`src/rtl/tlb_pkg.sv`:
```
package tlb_pkg;
  localparam int TLB_ENTRIES_DEF = 8;
  localparam int TLB_VPN_W_DEF   = 20;
  localparam int TLB_PFN_W_DEF   = 20;
  localparam int TLB_ASID_W_DEF  = 8;
  localparam int TLB_OFF_W_DEF   = 12;

  typedef enum logic [1:0] {
    FILL_NONE  = 2'd0,
    FILL_FREE  = 2'd1,
    FILL_EVICT = 2'd2
  } fill_kind_e;
endpackage

```
`src/rtl/tlb_first_one.sv`:
```
module tlb_first_one #(
  parameter int N  = 8,
  parameter int IW = (N > 1) ? $clog2(N) : 1
) (
  input  logic [N-1:0]  req,
  output logic [IW-1:0] idx,
  output logic          found
);
  always_comb begin
    idx   = '0;
    found = 1'b0;
    for (int i = N - 1; i >= 0; i--) begin
      if (req[i]) begin
        idx   = i[IW-1:0];
        found = 1'b1;
      end
    end
  end
endmodule

```
`src/rtl/tlb_store.sv`:
```
module tlb_store #(
  parameter int N      = 8,
  parameter int VPN_W  = 20,
  parameter int PFN_W  = 20,
  parameter int ASID_W = 8,
  parameter int IW     = (N > 1) ? $clog2(N) : 1
) (
  input  logic              clk,
  input  logic              rst_n,
  input  logic [VPN_W-1:0]  q_vpn,
  input  logic [ASID_W-1:0] q_asid,
  output logic [N-1:0]      match_vec,
  input  logic [IW-1:0]     rd_idx,
  output logic [PFN_W-1:0]  rd_pfn,
  input  logic              wr_en,
  input  logic [IW-1:0]     wr_idx,
  input  logic [VPN_W-1:0]  wr_vpn,
  input  logic [PFN_W-1:0]  wr_pfn,
  input  logic [ASID_W-1:0] wr_asid,
  input  logic              flush_all,
  input  logic              flush_asid_en,
  input  logic [ASID_W-1:0] flush_asid,
  output logic [N-1:0]      live_vec
);
  logic [N-1:0]      valid_q;
  logic [N-1:0]      kill_vec;
  logic [VPN_W-1:0]  vpn_q  [N];
  logic [PFN_W-1:0]  pfn_q  [N];
  logic [ASID_W-1:0] asid_q [N];

  assign live_vec = valid_q & ~kill_vec;
  assign rd_pfn   = pfn_q[rd_idx];

  for (genvar g = 0; g < N; g++) begin : g_ent
    logic hit_me;
    assign hit_me       = wr_en && (wr_idx == IW'(g));
    assign match_vec[g] = valid_q[g] && (vpn_q[g] == q_vpn) && (asid_q[g] == q_asid);
    assign kill_vec[g]  = valid_q[g] &&
                          (flush_all || (flush_asid_en && (asid_q[g] == flush_asid)));

    always_ff @(posedge clk or negedge rst_n) begin
      if (!rst_n) begin
        valid_q[g] <= 1'b0;
      end else if (hit_me) begin
        valid_q[g] <= 1'b1;
      end else if (kill_vec[g]) begin
        valid_q[g] <= 1'b0;
      end
    end

    always_ff @(posedge clk) begin
      if (hit_me) begin
        vpn_q[g]  <= wr_vpn;
        pfn_q[g]  <= wr_pfn;
        asid_q[g] <= wr_asid;
      end
    end

    AST_TAG_FLUSH: assert property (@(posedge clk) disable iff (!rst_n)
      (flush_asid_en && valid_q[g] && (asid_q[g] == flush_asid) && !hit_me) |=> !valid_q[g]);
  end

  AST_FLUSH_ALL: assert property (@(posedge clk) disable iff (!rst_n)
    flush_all |=> (valid_q == '0));
endmodule

```
`src/rtl/tlb_victim.sv`:
```
module tlb_victim
  import tlb_pkg::*;
#(
  parameter int N  = 8,
  parameter int IW = (N > 1) ? $clog2(N) : 1
) (
  input  logic          clk,
  input  logic          rst_n,
  input  logic          fill_req,
  input  logic [N-1:0]  live_vec,
  output logic          wr_en,
  output logic [IW-1:0] wr_idx
);
  logic [IW-1:0] rr_q;
  logic [IW-1:0] free_idx;
  logic          has_free;
  fill_kind_e    kind;

  tlb_first_one #(.N(N), .IW(IW)) u_free (
    .req   (~live_vec),
    .idx   (free_idx),
    .found (has_free)
  );

  always_comb begin
    if (!fill_req)     kind = FILL_NONE;
    else if (has_free) kind = FILL_FREE;
    else               kind = FILL_EVICT;
  end

  assign wr_en  = (kind != FILL_NONE);
  assign wr_idx = (kind == FILL_FREE) ? free_idx : rr_q;

  always_ff @(posedge clk or negedge rst_n) begin
    if (!rst_n) begin
      rr_q <= '0;
    end else if (kind == FILL_EVICT) begin
      rr_q <= (rr_q == IW'(N - 1)) ? '0 : rr_q + 1'b1;
    end
  end

  AST_FREE_SLOT_FIRST: assert property (@(posedge clk) disable iff (!rst_n)
    (kind == FILL_FREE) |-> !live_vec[wr_idx]);
  AST_EVICT_ONLY_FULL: assert property (@(posedge clk) disable iff (!rst_n)
    (kind == FILL_EVICT) |-> (&live_vec));
endmodule

```
`src/rtl/asid_tlb.sv`:
```
module asid_tlb
  import tlb_pkg::*;
#(
  parameter int ENTRIES = TLB_ENTRIES_DEF,
  parameter int VPN_W   = TLB_VPN_W_DEF,
  parameter int PFN_W   = TLB_PFN_W_DEF,
  parameter int ASID_W  = TLB_ASID_W_DEF,
  parameter int OFF_W   = TLB_OFF_W_DEF
) (
  input  logic                    clk,
  input  logic                    rst_n,
  input  logic                    lk_valid,
  output logic                    lk_ready,
  input  logic [VPN_W+OFF_W-1:0]  lk_vaddr,
  input  logic [ASID_W-1:0]       lk_asid,
  output logic                    lk_hit,
  output logic [PFN_W+OFF_W-1:0]  lk_paddr,
  output logic                    walk_valid,
  input  logic                    walk_ready,
  output logic [VPN_W-1:0]        walk_vpn,
  output logic [ASID_W-1:0]       walk_asid,
  input  logic                    fill_valid,
  input  logic [VPN_W-1:0]        fill_vpn,
  input  logic [PFN_W-1:0]        fill_pfn,
  input  logic [ASID_W-1:0]       fill_asid,
  input  logic                    flush_all,
  input  logic                    flush_asid_en,
  input  logic [ASID_W-1:0]       flush_asid
);
  localparam int IW = (ENTRIES > 1) ? $clog2(ENTRIES) : 1;

  logic [VPN_W-1:0]   lk_vpn;
  logic [OFF_W-1:0]   lk_off;
  logic [ENTRIES-1:0] match_vec;
  logic [ENTRIES-1:0] live_vec;
  logic [IW-1:0]      hit_idx;
  logic               any_match;
  logic [PFN_W-1:0]   hit_pfn;
  logic               lk_fire;
  logic               fill_drop;
  logic               fill_req;
  logic               wr_en;
  logic [IW-1:0]      wr_idx;

  assign lk_vpn = lk_vaddr[VPN_W+OFF_W-1:OFF_W];
  assign lk_off = lk_vaddr[OFF_W-1:0];

  tlb_store #(
    .N(ENTRIES), .VPN_W(VPN_W), .PFN_W(PFN_W), .ASID_W(ASID_W), .IW(IW)
  ) u_store (
    .clk           (clk),
    .rst_n         (rst_n),
    .q_vpn         (lk_vpn),
    .q_asid        (lk_asid),
    .match_vec     (match_vec),
    .rd_idx        (hit_idx),
    .rd_pfn        (hit_pfn),
    .wr_en         (wr_en),
    .wr_idx        (wr_idx),
    .wr_vpn        (fill_vpn),
    .wr_pfn        (fill_pfn),
    .wr_asid       (fill_asid),
    .flush_all     (flush_all),
    .flush_asid_en (flush_asid_en),
    .flush_asid    (flush_asid),
    .live_vec      (live_vec)
  );

  tlb_first_one #(.N(ENTRIES), .IW(IW)) u_hit_sel (
    .req   (match_vec),
    .idx   (hit_idx),
    .found (any_match)
  );

  assign fill_drop = flush_all || (flush_asid_en && (fill_asid == flush_asid));
  assign fill_req  = fill_valid && !fill_drop;

  tlb_victim #(.N(ENTRIES), .IW(IW)) u_victim (
    .clk      (clk),
    .rst_n    (rst_n),
    .fill_req (fill_req),
    .live_vec (live_vec),
    .wr_en    (wr_en),
    .wr_idx   (wr_idx)
  );

  assign lk_ready = !walk_valid;
  assign lk_fire  = lk_valid && lk_ready;
  assign lk_hit   = lk_fire && any_match;
  assign lk_paddr = lk_hit ? {hit_pfn, lk_off} : '0;

  always_ff @(posedge clk or negedge rst_n) begin
    if (!rst_n) begin
      walk_valid <= 1'b0;
      walk_vpn   <= '0;
      walk_asid  <= '0;
    end else if (walk_valid) begin
      if (walk_ready) walk_valid <= 1'b0;
    end else if (lk_fire && !any_match) begin
      walk_valid <= 1'b1;
      walk_vpn   <= lk_vpn;
      walk_asid  <= lk_asid;
    end
  end

  AST_MISS_REQUESTS_WALK: assert property (@(posedge clk) disable iff (!rst_n)
    (lk_valid && lk_ready && !lk_hit) |=> (walk_valid && (walk_vpn == $past(lk_vpn))));
  AST_WALK_HELD: assert property (@(posedge clk) disable iff (!rst_n)
    (walk_valid && !walk_ready) |=> (walk_valid && $stable(walk_vpn) && $stable(walk_asid)));
  AST_NO_HIT_WHILE_WALK: assert property (@(posedge clk) disable iff (!rst_n)
    walk_valid |-> !lk_hit);
  AST_HIT_NO_WALK: assert property (@(posedge clk) disable iff (!rst_n)
    lk_hit |=> !walk_valid);
  AST_MISS_ZERO_ADDR: assert property (@(posedge clk) disable iff (!rst_n)
    !lk_hit |-> (lk_paddr == '0));
endmodule

```
`config.mk`:
```
export PLATFORM = sky130hd
export DESIGN_NAME = asid_tlb
export DESIGN_NICKNAME = d
export VERILOG_FILES = /design/src/rtl/tlb_pkg.sv /design/src/rtl/tlb_first_one.sv /design/src/rtl/tlb_store.sv /design/src/rtl/tlb_victim.sv /design/src/rtl/asid_tlb.sv
export SDC_FILE = /design/constraint.sdc
export NUM_CORES = 1
export LEC_CHECK = 0
export ABC_AREA = 1
export BUFFER_PORTS_ARGS = -buffer_cell sky130_fd_sc_hd__buf_2
export CORE_AREA = 2 2 263 200
export CTS_CLUSTER_DIAMETER = 200
export DETAILED_ROUTE_END_ITERATION = 8
export DIE_AREA = 0 0 265 202
export GPL_TIMING_DRIVEN = 0
export SLEW_MARGIN = 30
export SYNTH_ARGS = -nofsm -noshare
export SYNTH_HDL_FRONTEND = slang
export SYNTH_HIERARCHICAL = 1
export SYNTH_SLANG_ARGS = --single-unit
```
`constraint.sdc`:
```
create_clock -name clk -period 5.6 [get_ports clk]
set_input_delay 1.12 -clock clk [delete_from_list [all_inputs] [get_ports clk]]
set_output_delay 1.12 -clock clk [all_outputs]
set_load 0.01 [all_outputs]
```
==> impl_metrics.toml <==
[floorplanning]
die_x_um = 265
core_area_um2 = 51000
die_h_um = 202
die_area_um2 = 53500
initial_core_util_pct = 39.8
row_count = 72
num_io_pins = 166

[hold_path]
hold_end = "walk_asid[7]"
hold_path_class = "reg2reg"
min_path_cells = 1
hp-start = "walk_asid[7]"

[logic_synthesis]
ys.flop_type = "edfxtp_1"
yosysMostFrequentCell = "nand2_1"
synth.yosys.seq_area_share_pct = 61.8
synth_area_leaders = "edfxtp_1 (57%), nand2_1 (14%), nor2_1 (6.3%)"
synth_nets = 2317
ys_seq_elements = 424
synth_cell_types = 32
syn_avg_cell_area_um2 = 9.17
netlist_area_um2 = 20300
syn_inst = 2212
yosysTopAreaCell = "edfxtp_1"
async_flop_share_pct = 9.43
synth_edf_count = 384
synthTopCellsByCount = "nand2_1 (738), edfxtp_1 (384), nor2_1 (340)"
synth_top_cell_area_share_pct = 56.9
synth_warnings = 6

[setup_path]
worstRegToRegCells = 20
worstSetupPathType = "in2out"
crit_family = "simple AND/OR/NAND/NOR gates"
crit_required_ps = 4480
start_kind = "input port"
arrival_ps = 4230
r2r_end = "u_store/vpn_q[0][72]"
path_cells = "buf_2 > buf_4 > inv_1 > nand2_1 > nand2_1 > nor2_1 > nand2_1 > nor2_1 > nand2_1 > nor2_2 > or2_1 > nand3_1 > a31oi_1 > clkbuf_4 > buf_2 > o21ai_0 > o21ai_0 > nand2_1 > nand2_1 > inv_1 > nor2_1 > buf_2"
cp_common_cell = "nand2_1"
worst-path-buf-inv = 7
critPathCaptureType = "primary output"
max_stage_delay_ps = 240
critPathMaxFanout = 10
slowest_stage = "buf_2"
rr_startpoint = "u_store/asid_q[1][19]"
reg2reg_slack_ps = 1890

[clocking]
numCtsBuffers = 46
clock_latency_ps = 580
cts_sinks = 424
cts_tree = "done"
cts_max_path_buffers = 3
path_clk_slew_ps = 60
cts_max_level = 2
cts_root_buf = "clkbuf_16"

[sta]
setup_viol = 0
period_needed_ps = 5350
worst_slew_pin_slew_ps = 688
finalHoldViolations = 0
hold_slack_ps = 500
max_freq_mhz = 187
fin_tns_setup_ps = 0
relSlewSlack_pct = 53.8
finalMaxSlewViolations = 0
fin_skew_ps = 16.9
finalCritPeriodShare_pct = 95.6

[grt]
grt_antenna_before_repair = 3
grt_usage_pct = 25.5
grt_overflow = 0
grt_max_degree = 41
grt_pass1_wl_mm = 99.6
grt_pass1_vias = 15300

[pwr]
powerDensity_nw_per_um2 = 289
p_leak_uw = 0.0107
vdd_drop_max_mv = 0.205

[drt]
ant_nets = 0
routedWlPerCell_um = 21.6
drc = 0
wl_mm = 68.4
avgViaCountPerCell = 5.11
drt-initial-drc-count = 1887
drt_pass1_iterations = 8
vias = 16200

[place]
numPortBuffers = 165
finalWeightedCongestion = 0.998
dp_hpwl_mm = 50.8
dp.cells = 3067

[layout]
nNetsFinal = 2564
fin_cells = 3163
syn2layout_area_growth_pct = 19.4
drive_above_1_share_pct = 15.9

[run]
cap_violations = 0

[run_status]
status = "finished clean"
[metrics by stage]
stage	utilization, %	setup WS (ps)	total power [uW]	instance area, um2
floorplan	-	340	3900	20300
global placement	43.0	-2490	4170	21900
detailed placement	44.3	-141	4180	22600
CTS	47.1	13.6	7040	24000
global route	47.5	-33.4	7230	24200
finish	47.5	245	7000	24200
[worst max path at each step]
stage | startpoint | end | depth (start not counted) | slack [ps]
after floorplan | flush_asid[3] | u_store/asid_q[1][16] | 21 | 340
after global placement | flush_asid[3] | u_store/vpn_q[1][50] | 22 | -2490
after detailed placement | lk_asid[0] | lk_paddr[28] | 22 | -140
after CTS | lk_vaddr[27] | lk_paddr[15] | 23 | 10
after global routing | lk_asid[0] | lk_paddr[17] | 28 | -30
final | lk_asid[3] | lk_paddr[28] | 22 | 250
[power breakdown]
group	switching, uW	internal [uW]
clock network	1260	1620
logic	374	207
registers	31.2	3520
[final cells by class]
type / instances / area [um2]
buffer: 69 / 480
sequential: 424 / 12500
timing repair buffer: 199 / 1520
fill: 4830 / 26800
tap: 666 / 833
clock buffer: 64 / 1260
multi-input combinational: 1421 / 6310
inverter: 298 / 1140
antenna: 2 / 5.00
clock inverter: 20 / 125
[cell usage in the layout (no fill, tap or decap), types with 20 or more instances in the layout]
master     count
clkbuf_1      22
nand3_1       35
xnor2_1       30
o21ai_0      170
buf_16        20
edfxtp_1     384
nand2_1      737
buf_4         30
dfrtp_1       40
buf_2        180
o21ai_1       35
inv_1        277
nor2_1       326
clkbuf_16     47
[layer usage]
| metal | up-vias | track usage (%) | wire [um] | share of wire (%) |
|---|---|---|---|---|
| met2 | 743 | 36.8 | 28700 | 42 |
| met5 | - | 0 | 0 | 0 |
| met3 | 97 | 4.46 | 6580 | 9.6 |
| met1 | 7779 | 39.2 | 31500 | 46 |
| li1 | 7545 | - | - | - |
| met4 | 0 | 7.06 | 1620 | 2.4 |
[kinds of logic (layout without fill, tap and decap cells)]
logic type | count (synthesis) | in the layout | share of synthesized area [%]
AND/OR/NAND/NOR | 1125 | 1125 | 21.3
flip-flops | 424 | 424 | 61.8
buffers and inverters | 367 | 650 | 7.56
AO/OA/AOI/OAI | 223 | 223 | 5.63
XOR/XNOR | 43 | 43 | 1.86
multiplexers | 28 | 28 | 1.72
adder cells (fa/ha/maj) | 2 | 2 | 0.123
other | 0 | 2 | 0
[repair_timing]
item | in CTS | in global routing
hold buffers | 0 | 0
setup endpoints to repair | 20 | 20
pin swaps | 0 | 1
resized for setup | 6 | 66
cloned | 0 | 1
buffers inserted | 0 | 9
[flip-flops by register name (all words and copies together) (netlist names)]
name	cells
u_store/pfn_q	160
u_store/valid_q	8
walk_asid	8
walk_valid	1
u_store/vpn_q	160
u_victim/rr_q	3
u_store/asid_q	64
walk_vpn	20
Power figures use the tool's default switching activity.
